<file path="src/rtl/bsm_pkg.sv">
// Shared types for the bit-stream multiplier.
// Assumes nothing beyond standard SystemVerilog.
package bsm_pkg;
    typedef enum logic [1:0] {
        PH_IDLE = 2'd0,
        PH_RUN  = 2'd1,
        PH_FIN  = 2'd2
    } bsm_phase_t;
endpackage

</file>
<file path="src/rtl/bsm_stream_gen.sv">
// Combinational stream source: for position pos, returns the redundant
// stream bit for operands a and b. Base bits are laid out by ascending
// weight, each AND term copied 2^(i+j) times. Every base bit is repeated
// REP times, then PAD_PAT follows, MSB first.
// Assumes pos < BASE_LEN*REP + PAD_LEN.
module bsm_stream_gen #(
    parameter int                 OP_W    = 3,
    parameter int                 REP     = 8,
    parameter int                 PAD_LEN = 7,
    parameter logic [PAD_LEN-1:0] PAD_PAT = 7'b1111000,
    parameter int                 POS_W   = 9
) (
    input  logic [OP_W-1:0]  a,
    input  logic [OP_W-1:0]  b,
    input  logic [POS_W-1:0] pos,
    output logic             bit_o
);
    localparam int BASE_LEN = ((1 << OP_W) - 1) * ((1 << OP_W) - 1);
    localparam int REP_LEN  = BASE_LEN * REP;

    // Weight-expanded unary image of a*b.
    function automatic logic [BASE_LEN-1:0] expand(input logic [OP_W-1:0] fa,
                                                   input logic [OP_W-1:0] fb);
        logic [BASE_LEN-1:0] v;
        int off;
        int i;
        v   = '0;
        off = 0;
        for (int k = 0; k < 2 * OP_W - 1; k++) begin
            for (int j = 0; j < OP_W; j++) begin
                i = k - j;
                if (i >= 0 && i < OP_W) begin
                    for (int c = 0; c < (1 << k); c++) begin
                        v[off] = fa[j] & fb[i];
                        off++;
                    end
                end
            end
        end
        return v;
    endfunction

    logic [BASE_LEN-1:0] base;
    int unsigned         p;

    // Select the replicated base bit or the pad bit for this position.
    always_comb begin
        base = expand(a, b);
        p    = 32'(pos);
        if (p < REP_LEN) bit_o = base[p / REP];
        else             bit_o = PAD_PAT[PAD_LEN - 1 - int'(p - REP_LEN)];
    end
endmodule

</file>
<file path="src/rtl/bsm_ones_counter.sv">
// One copy of the decoding counter. It accumulates stream ones and injected
// upsets (each upset adds REP). It reports count/REP saturated to Q_W bits.
// Assumes REP is a power of two and CNT_W holds the largest possible count.
module bsm_ones_counter #(
    parameter int CNT_W = 12,
    parameter int Q_W   = 6,
    parameter int REP   = 8
) (
    input  logic           clk,
    input  logic           rst_n,
    input  logic           clear,
    input  logic           en,
    input  logic           bit_in,
    input  logic           upset,
    output logic [Q_W-1:0] quot
);
    localparam int SH   = $clog2(REP);
    localparam int MAXQ = (1 << Q_W) - 1;

    logic [CNT_W-1:0] cnt_q;
    logic [CNT_W-1:0] full;

    // Count ones and upsets over one run; clear on a new start.
    always_ff @(posedge clk) begin
        if (!rst_n)      cnt_q <= '0;
        else if (clear)  cnt_q <= '0;
        else if (en)     cnt_q <= cnt_q + CNT_W'(bit_in) + (upset ? CNT_W'(REP) : '0);
    end

    // Divide by the repetition factor and saturate.
    always_comb begin
        full = cnt_q >> SH;
        quot = (full > CNT_W'(MAXQ)) ? Q_W'(MAXQ) : full[Q_W-1:0];
    end
endmodule

</file>
<file path="src/rtl/bsm_voter.sv">
// Bitwise two-of-three majority over W-bit words. Purely combinational.
module bsm_voter #(
    parameter int W = 6
) (
    input  logic [W-1:0] v0,
    input  logic [W-1:0] v1,
    input  logic [W-1:0] v2,
    output logic [W-1:0] v
);
    // Majority per bit.
    always_comb v = (v0 & v1) | (v0 & v2) | (v1 & v2);
endmodule

</file>
<file path="src/rtl/bsm_mult.sv">
// Redundant bit-stream exact multiplier, top level.
// It accepts start only when idle, streams STREAM_LEN bits (one per clock)
// into three counter copies, then votes and publishes the product with a
// done pulse. Fault inputs: flip_in XORs the current stream bit, and
// upset_in[k] adds REP to counter copy k.
// Assumes REP is a power of two.
module bsm_mult #(
    parameter int                 OP_W    = 3,
    parameter int                 REP     = 8,
    parameter int                 PAD_LEN = 7,
    parameter logic [PAD_LEN-1:0] PAD_PAT = 7'b1111000
) (
    input  logic              clk,
    input  logic              rst_n,
    input  logic              start,
    input  logic [OP_W-1:0]   op_a,
    input  logic [OP_W-1:0]   op_b,
    input  logic              flip_in,
    input  logic [2:0]        upset_in,
    output logic              stream_out,
    output logic              stream_valid,
    output logic              done,
    output logic [2*OP_W-1:0] product
);
    import bsm_pkg::*;

    localparam int BASE_LEN   = ((1 << OP_W) - 1) * ((1 << OP_W) - 1);
    localparam int REP_LEN    = BASE_LEN * REP;
    localparam int STREAM_LEN = REP_LEN + PAD_LEN;
    localparam int POS_W      = $clog2(STREAM_LEN);
    localparam int Q_W        = 2 * OP_W;
    localparam int CNT_W      = $clog2(STREAM_LEN * (REP + 1) + 1);
    localparam int N_COPY     = 3;

    bsm_phase_t       phase;
    logic [POS_W-1:0] pos;
    logic [OP_W-1:0]  a_q;
    logic [OP_W-1:0]  b_q;
    logic             gen_bit;
    logic             run;
    logic             accept;
    logic [Q_W-1:0]   quot [N_COPY];
    logic [Q_W-1:0]   voted;

    assign run          = (phase == PH_RUN);
    assign accept       = (phase == PH_IDLE) && start;
    assign stream_valid = run;
    assign stream_out   = run & (gen_bit ^ flip_in);

    // Sequencer: capture operands, walk the stream, publish the result.
    always_ff @(posedge clk) begin
        if (!rst_n) begin
            phase   <= PH_IDLE;
            pos     <= '0;
            a_q     <= '0;
            b_q     <= '0;
            done    <= 1'b0;
            product <= '0;
        end else begin
            done <= 1'b0;
            case (phase)
                PH_IDLE: if (start) begin
                    a_q   <= op_a;
                    b_q   <= op_b;
                    pos   <= '0;
                    phase <= PH_RUN;
                end
                PH_RUN: begin
                    if (pos == POS_W'(STREAM_LEN - 1)) phase <= PH_FIN;
                    else                               pos   <= pos + 1'b1;
                end
                PH_FIN: begin
                    product <= voted;
                    done    <= 1'b1;
                    phase   <= PH_IDLE;
                end
                default: phase <= PH_IDLE;
            endcase
        end
    end

    bsm_stream_gen #(
        .OP_W(OP_W), .REP(REP), .PAD_LEN(PAD_LEN), .PAD_PAT(PAD_PAT), .POS_W(POS_W)
    ) u_gen (
        .a(a_q), .b(b_q), .pos(pos), .bit_o(gen_bit)
    );

    for (genvar k = 0; k < N_COPY; k++) begin : g_copy
        bsm_ones_counter #(.CNT_W(CNT_W), .Q_W(Q_W), .REP(REP)) u_cnt (
            .clk(clk), .rst_n(rst_n), .clear(accept), .en(run),
            .bit_in(stream_out), .upset(upset_in[k]), .quot(quot[k])
        );
    end

    bsm_voter #(.W(Q_W)) u_vote (
        .v0(quot[0]), .v1(quot[1]), .v2(quot[2]), .v(voted)
    );
endmodule

</file>
<file path="config.mk">
export PLATFORM = sky130hd
export DESIGN_NAME = bsm_mult
export DESIGN_NICKNAME = d
export VERILOG_FILES = /design/src/rtl/bsm_pkg.sv /design/src/rtl/bsm_stream_gen.sv /design/src/rtl/bsm_ones_counter.sv /design/src/rtl/bsm_voter.sv /design/src/rtl/bsm_mult.sv
export SDC_FILE = /design/constraint.sdc
export NUM_CORES = 1
export LEC_CHECK = 0
export BUFFER_PORTS_ARGS = -buffer_cell sky130_fd_sc_hd__buf_4
export CORE_UTILIZATION = 40
export CTS_BUF_LIST = sky130_fd_sc_hd__clkbuf_8
export CTS_CLUSTER_DIAMETER = 40
export DETAILED_ROUTE_END_ITERATION = 12
export PLACE_DENSITY_LB_ADDON = 0.25
export SYNTH_ARGS = -nofsm -noshare
export SYNTH_HDL_FRONTEND = slang
export SYNTH_SLANG_ARGS = --single-unit
</file>
<file path="constraint.sdc">
create_clock -name clk -period 3.3 [get_ports clk]
set_input_delay 0.66 -clock clk [delete_from_list [all_inputs] [get_ports clk]]
set_output_delay 0.66 -clock clk [all_outputs]
set_load 0.02 [all_outputs]
</file>
# After elaboration in Yosys (flattened, before gate mapping)
# Memory sizes are Yosys's and may differ from the RTL's.
# Cells that the tools add are included.
dict set report totals {
  register_bits 60
  rom_bits 8
  in_bits 13
  out_inout_bits 9
  wordCells 73
  n_memories 1
}
# name depth word_bits read_ports rd_clocked_by_memory_dff write_ports line
set mem_list {}
lappend mem_list {{(no name shown)} 8 1 1 0 0 bsm_stream_gen.sv:51} ;# else bit_o = PAD_PAT[PAD_LEN - 1 - int'(p - REP_LEN)];
dict set report op_classes {
  add_sub_neg 9
  n_lt_le_gt_ge 6
  eq_ne 6
  n_mux 18
  n_bitwise 17
  reduce_logical 7
}
# operator count
set ops {}
lappend ops {{$add A12 B1 Y12} 3}
lappend ops {{$add A12 B12 Y12} 3}
lappend ops {{$gt A9 B6 Y1 const B} 3}
lappend ops {{$and A6 B6 Y6} 3}
lappend ops {{$mux W6} 3}
lappend ops {{$mux W9} 2}
lappend ops {{$pmux W9 S2} 1}
lappend ops {{$mux W4} 3}
lappend ops {{$or A6 B6 Y6} 2}
lappend ops {{$lt A11 B5 Y1 const B} 1}
lappend ops {{$sub A4 B10 Y11 const A} 1}
lappend ops {{$and A1 B1 Y1} 10}
lappend ops {{$sub A9 B9 Y10 const B} 1}
lappend ops {{$add A9 B1 Y9 const B} 1}
lappend ops {{$eq A9 B9 Y1 const B} 1}
lappend ops {{$lt A9 B9 Y1 const B} 1}
lappend ops {{$lt A6 B7 Y1 const B} 1}
lappend ops {{$bmux W1 S6} 1}
lappend ops {{$mux W1} 5}
lappend ops {{$mux W2} 2}
lappend ops {{$ne A2 B2 Y1 const B} 2}
lappend ops {{$pmux W2 S2} 1}
lappend ops {{$reduce_and A2 Y1} 2}
lappend ops {{$reduce_and A3 Y1} 1}
lappend ops {{9 further kinds} 9}

# Depth between registers and ports, before layout
dict set report logic_depth {
  depth_word 10
  ltp_mapped 13
  depth_no_buf 13
}

# By module
# A second synthesis with hierarchy kept.
dict set report unflattened {
  cells_unflattened 379
  hier_area_um2 3289.4
}
# mod n_inst cells_each area_per_inst_um2 seq_area_each_um2
set modules_own_cells {}
lappend modules_own_cells {bsm_ones_counter 3 71 620.6 240.2}
lappend modules_own_cells {bsm_mult 1 122 1092.3 480.5}
lappend modules_own_cells {bsm_stream_gen 1 38 267.8 0.0}
lappend modules_own_cells {bsm_voter 1 6 67.6 0.0}

# Worst setup path before layout
# OpenSTA, ideal clock, no wires.
dict set report synth_timing {
  path_type {register to register}
  from {register pos[3]}
  to {register g_copy[2].u_cnt.cnt_q[10]}
  setup_time_ns 0.128
  arrival_time_ns 3.098
  required_ns 3.172
  path_slack_ns 0.075
  path_stages_with_launch 13
  n_path_buf 0
  synth_period_minus_slack_ns 3.225
  path_cell_list {dfxtp_1 > o211a_1 > a311o_1 > a311o_1 > o211ai_1 > mux2i_1 > ha_1 > ha_1 > a31oi_1 > nor3b_1 > nand4_1 > xor2_1 > nor2_1}
}
dict set report synth_between {
  elab_chain_cells 7
  word_cells_on_any_way 8
  cone_classes {add/sub (2); order compare (1); mux (3); bitwise (2)}
}
# item line
set synth_rtl {}
lappend synth_rtl {{from (decl)} bsm_mult.sv:36} ;# logic [POS_W-1:0] pos;
lappend synth_rtl {{from (signal assigned)} bsm_mult.sv:70} ;# else pos <= pos + 1'b1;
lappend synth_rtl {{$bmux W1 S6} bsm_stream_gen.sv:50} ;# if (p < REP_LEN) bit_o = base[p / REP];
lappend synth_rtl {{$mux W1 (not written as such)} bsm_stream_gen.sv:50}
lappend synth_rtl {{$mux W1 *} bsm_stream_gen.sv:50}
lappend synth_rtl {{$xor A1 B1 Y1 *} bsm_mult.sv:48} ;# assign stream_out = run & (gen_bit ^ flip_in);
lappend synth_rtl {{$and A1 B1 Y1 *} bsm_mult.sv:48}
lappend synth_rtl {{net stream_out} bsm_mult.sv:20} ;# output logic stream_out,
lappend synth_rtl {{$add A12 B1 Y12 *} bsm_ones_counter.sv:27} ;# else if (en) cnt_q <= cnt_q + CNT_W'(bit_in) + (upset ? CNT_W'(REP) : '0);
lappend synth_rtl {{$add A12 B12 Y12 *} bsm_ones_counter.sv:27}
lappend synth_rtl {{to (signal assigned)} bsm_ones_counter.sv:27}
lappend synth_rtl {{to (decl)} bsm_ones_counter.sv:20} ;# logic [CNT_W-1:0] cnt_q;
# Mark *: on every way through the listed nets, which the timed path passes. The rest lies on a longest branch. The select of a mux whose other input is x is not followed.
# A chain may end at the register's enable or synchronous reset.

# Worst setup path after layout
dict set report layout_timing {
  from {register pos[3]}
  to {register g_copy[1].u_cnt.cnt_q[10]}
}
dict set report layout_between {
  elab_chain_cells 7
  word_cells_on_any_way 8
  cone_classes {add/sub (2); order compare (1); mux (3); bitwise (2)}
}
# item line
set layout_rtl {}
lappend layout_rtl {{$bmux W1 S6} bsm_stream_gen.sv:50}
lappend layout_rtl {{$mux W1 (not written as such)} bsm_stream_gen.sv:50}
lappend layout_rtl {{$mux W1 *} bsm_stream_gen.sv:50}
lappend layout_rtl {{$xor A1 B1 Y1 *} bsm_mult.sv:48}
lappend layout_rtl {{$and A1 B1 Y1 *} bsm_mult.sv:48}
lappend layout_rtl {{$add A12 B1 Y12 *} bsm_ones_counter.sv:27}
lappend layout_rtl {{$add A12 B12 Y12 *} bsm_ones_counter.sv:27}
lappend layout_rtl {{to (signal assigned)} bsm_ones_counter.sv:27}
lappend layout_rtl {{to (decl)} bsm_ones_counter.sv:20}
# Every way passes the cells marked *; elsewhere a longest branch is shown, timed or not. The select of a mux whose other input is x is not followed.

==> results.md <==
- Synthesized area: between 0.003 and 0.004 mm^2
- Die Ht: 90.1 um
- FMAX: between 300 and 400 MHz
- Tcrit/Tclk final: 92.3%
- Synth area leader: dfxtp_1
- CP required: ~3.5 ns
- Vias: approximately 2.6k
- Yosys reg bits: 60
- Synth top area share: between 30% and 40%
- Number of buffers added on ports: 21
- Average wire per standard cell: between 10 and 15 um
- Global placement routability congestion: around 0.8
- Syn Area/Cell: 8.61 um^2
- CTS Sinks: 60
- First-pass GRT wire length: roughly 12,000 um
- Sequential share of the synthesized area: between 30% and 40%
- Filler instances: slightly above 700
- Total Power: about 1.5 mW
- Reg-to-reg setup timing slack: approximately 0.25 ns
- Worst setup SP type: register
- Number of enable flip-flop cells after synthesis: 0
- Met3 usage: 6.18%
- Worst skew pair latency: between 0.3 and 0.4 ns
- Top Ports: 22
- Via density: between 5 and 6
- Max_cap viols: 0
- Hold Path Depth: 2
- Layout area overhead: 15.4%
- Die X: around 90 um
- Slew margin rel.: about 41%
- Pre-CTS WS: between 0.1 and 0.15 ns
- Core box area: 0.00737 mm^2
- Crit-path cells: buf_4, o211ai_1, o311ai_0, a311o_1, o211ai_1, mux2i_1, buf_4, ha_2, ha_1, a31oi_1, nor3b_1, buf_4, nand4_1, xor2_1, nor2_1
- Starting density of the core: a little over two fifths
- DP Area: 0.00338 mm^2
- CP endpoint kind: register
- Worst Hold Launch: g_copy[2].u_cnt.cnt_q[0]$_SDFFE_PP0P_
- CTS root buf: clkbuf_8
- CP dominant cell by count: buf_4
- Fin nets: a little over 400
- Post-route ant nets: 0
- Met2 Use GR: 26.9%
- Final WL: 6930 um
- Antenna fix cells: 0
- Final setup fails: 0
- Net Count, Synth: 386
- Worst min-delay path category: reg -> reg
- Largest net degree at the start of global routing: 43
- Critical Path Max Stage Delay: ~0.39 ns
- Cell family with most CP delay: compound AO/OA/AOI/OAI gates
- Primary FF master, synth: dfxtp_1
- Cells after synthesis: between 300 and 400
- Area contributors post-synth: dfxtp_1, xor2_1, nand2_1
- Residual DRC: 0
- Post-route minimum period: around 3.0 ns
- Unrepaired setup endpoints after global routing: false
- Vias in the first global route: 2,362
- Hpwl dp: between 4000 and 5000 um
- Worst Path Arrival: roughly 3.2 ns
- GRT Residual Overflow: 0
- CTS tree: yes
- Initial antenna violation count: 0
- YS warnings: 0
- Clock transition at path regs: 0.06 ns
- All-Layer GR Usage: 18.1%
- Hold EP: g_copy[2].u_cnt.cnt_q[0]$_SDFFE_PP0P_
- 1st-pass router iterations: 4
- Peak supply drop: 0.236 mV
- Setup slack after layout: ~0.25 ns
- # rows: 31
- Met1 Usage GRT: between 20% and 30%
- Layout cells sized above 1: between 10% and 20%
- Clock Tree Buf Depth: 2
- H-tree depth: 3
- Die ar.: just over 0.008 mm^2
- Cts bufs inserted: 9
- Post-layout instance area: 0.00359 mm^2
- Initial drt markers: 178
- Layout Utilization: around half
- Slowest CP cell: a311o_1
- Worst reg-to-reg path cell count: 15
- Distinct cell type count after synthesis: 55
- Critical path class: reg -> reg
- Static Leakage: 1.38 nW
- Commonest cells after routing, fill and taps aside: dfxtp_1, nand2_1, nor2_1
- Skew final: approximately 0.0067 ns
- Max Fanout on Critical Path: 7
- Status: complete, no violations
- Hold-fix buffers at CTS: 0
- Final Hold Viols: 0
- Cell Pwr Density: 418 mW/mm^2
- Worst Tran Pin Value: 0.884 ns
- Setup TNS Final: 0 ns
- GR peak layer: met2
- Final Max Tran Viols: 0
- Ys async rst share: 0%
- Reg2reg start: pos[3]$_SDFFE_PN0P_
- Most common cell after layout, fill and taps aside: dfxtp_1
- Crit path buffers/inverters: 3
- Worst reg2reg path endpoint: g_copy[1].u_cnt.cnt_q[10]$_SDFFE_PP0P_
==> cell usage after synthesis, drive strengths merged (6+ instances only) <==
library cell  number
dfxtp             60
nand2             48
nor2              39
xor2              23
o21ai             20
clkbuf            14
a31oi             13
a21oi             12
ha                12
nand3             12
or3                9
xnor2              9
a21boi             8
o22ai              7
and2               6
buf                6
or4                6
==> where the power goes <==
| part | leakage [nW] | internal, mW | switching [mW] | total, mW |
|---|---|---|---|---|
| clock network | 0.102 | 0.377 | 0.268 | 0.645 |
| logic | 0.795 | 0.0413 | 0.0665 | 0.108 |
| registers | 0.485 | 0.735 | 0.0125 | 0.747 |
| total | 1.38 | 1.15 | 0.347 | 1.50 |
==> what timing repair did <==
action,4_1_cts,5_1_grt
resized for setup,0,5
setup buffers,0,0
endpoints found under the setup margin,0,9
==> worst register-to-register path: stages (launching register included) <==
cell      delay [ns]
dfxtp_2         0.35
buf_4           0.16
o211ai_1        0.16
o311ai_0        0.16
a311o_1         0.39
o211ai_1        0.21
mux2i_1         0.21
buf_4           0.15
ha_2            0.20
ha_1            0.16
a31oi_1         0.10
nor3b_1         0.21
buf_4           0.15
nand4_1         0.10
xor2_1          0.14
nor2_1          0.05
==> worst max path at each step <==
stage	from	endpoint	slack (ns)	cells past startpoint
6_report	pos[3]$_SDFFE_PN0P_	g_copy[1].u_cnt.cnt_q[10]$_SDFFE_PP0P_	0.25	15
5_1_grt	pos[3]$_SDFFE_PN0P_	g_copy[1].u_cnt.cnt_q[10]$_SDFFE_PP0P_	0.01	15
4_1_cts	pos[3]$_SDFFE_PN0P_	g_copy[2].u_cnt.cnt_q[10]$_SDFFE_PP0P_	0.12	14
3_5_place_dp	pos[3]$_SDFFE_PN0P_	g_copy[2].u_cnt.cnt_q[10]$_SDFFE_PP0P_	0.15	14
3_3_place_gp	pos[3]$_SDFFE_PN0P_	g_copy[2].u_cnt.cnt_q[10]$_SDFFE_PP0P_	0.19	14
2_1_floorplan	pos[3]$_SDFFE_PN0P_	g_copy[2].u_cnt.cnt_q[10]$_SDFFE_PP0P_	0.07	12
==> state kept, by name (all words and copies together) (netlist names) <==
| name | count |
|---|---|
| done | 1 |
| pos | 9 |
| g_copy.u_cnt.cnt_q | 36 |
| product | 6 |
| b_q | 3 |
| phase | 2 |
| a_q | 3 |
==> metal layers <==
metal  wire, um  vias to the layer above
li1           -                     1346
met1       3550                     1235
met5          0                        -
met2       3030                       46
met3        312                        4
met4         47                        0
==> per-stage QoR <==
step	cells	hold slack (ns)
after floorplan	361	0.440
after global placement	474	0.447
after detailed placement	474	0.453
after CTS	488	0.461
after global routing	488	0.494
final	488	0.462
==> layout make-up <==
class                   count  area [um^2]  share of cell area, %
clock buffers              11          151                   4.22
clock inverters             3         38.8                   1.08
inverters                   4         16.3                  0.454
multi-input cells         277         1800                   50.1
flip-flops and latches     60         1200                   33.5
well taps                  99          124                   3.45
repair buffers             34          255                   7.12
==> cells by family (layout without fill, tap and decap cells) <==
logic type | count (synthesis) | count (layout) | synth area share (%)
buffers and inverters | 24 | 52 | 4.11
AOI/OAI and AO/OA | 84 | 84 | 19.7
muxes | 2 | 2 | 0.684
DFF | 60 | 60 | 38.6
xor gates and xnor gates | 32 | 32 | 9.02
and+or+nand+nor | 147 | 147 | 23.0
adders and majority gates | 12 | 12 | 4.83
No activity file was read; power rests on OpenSTA's default activity.
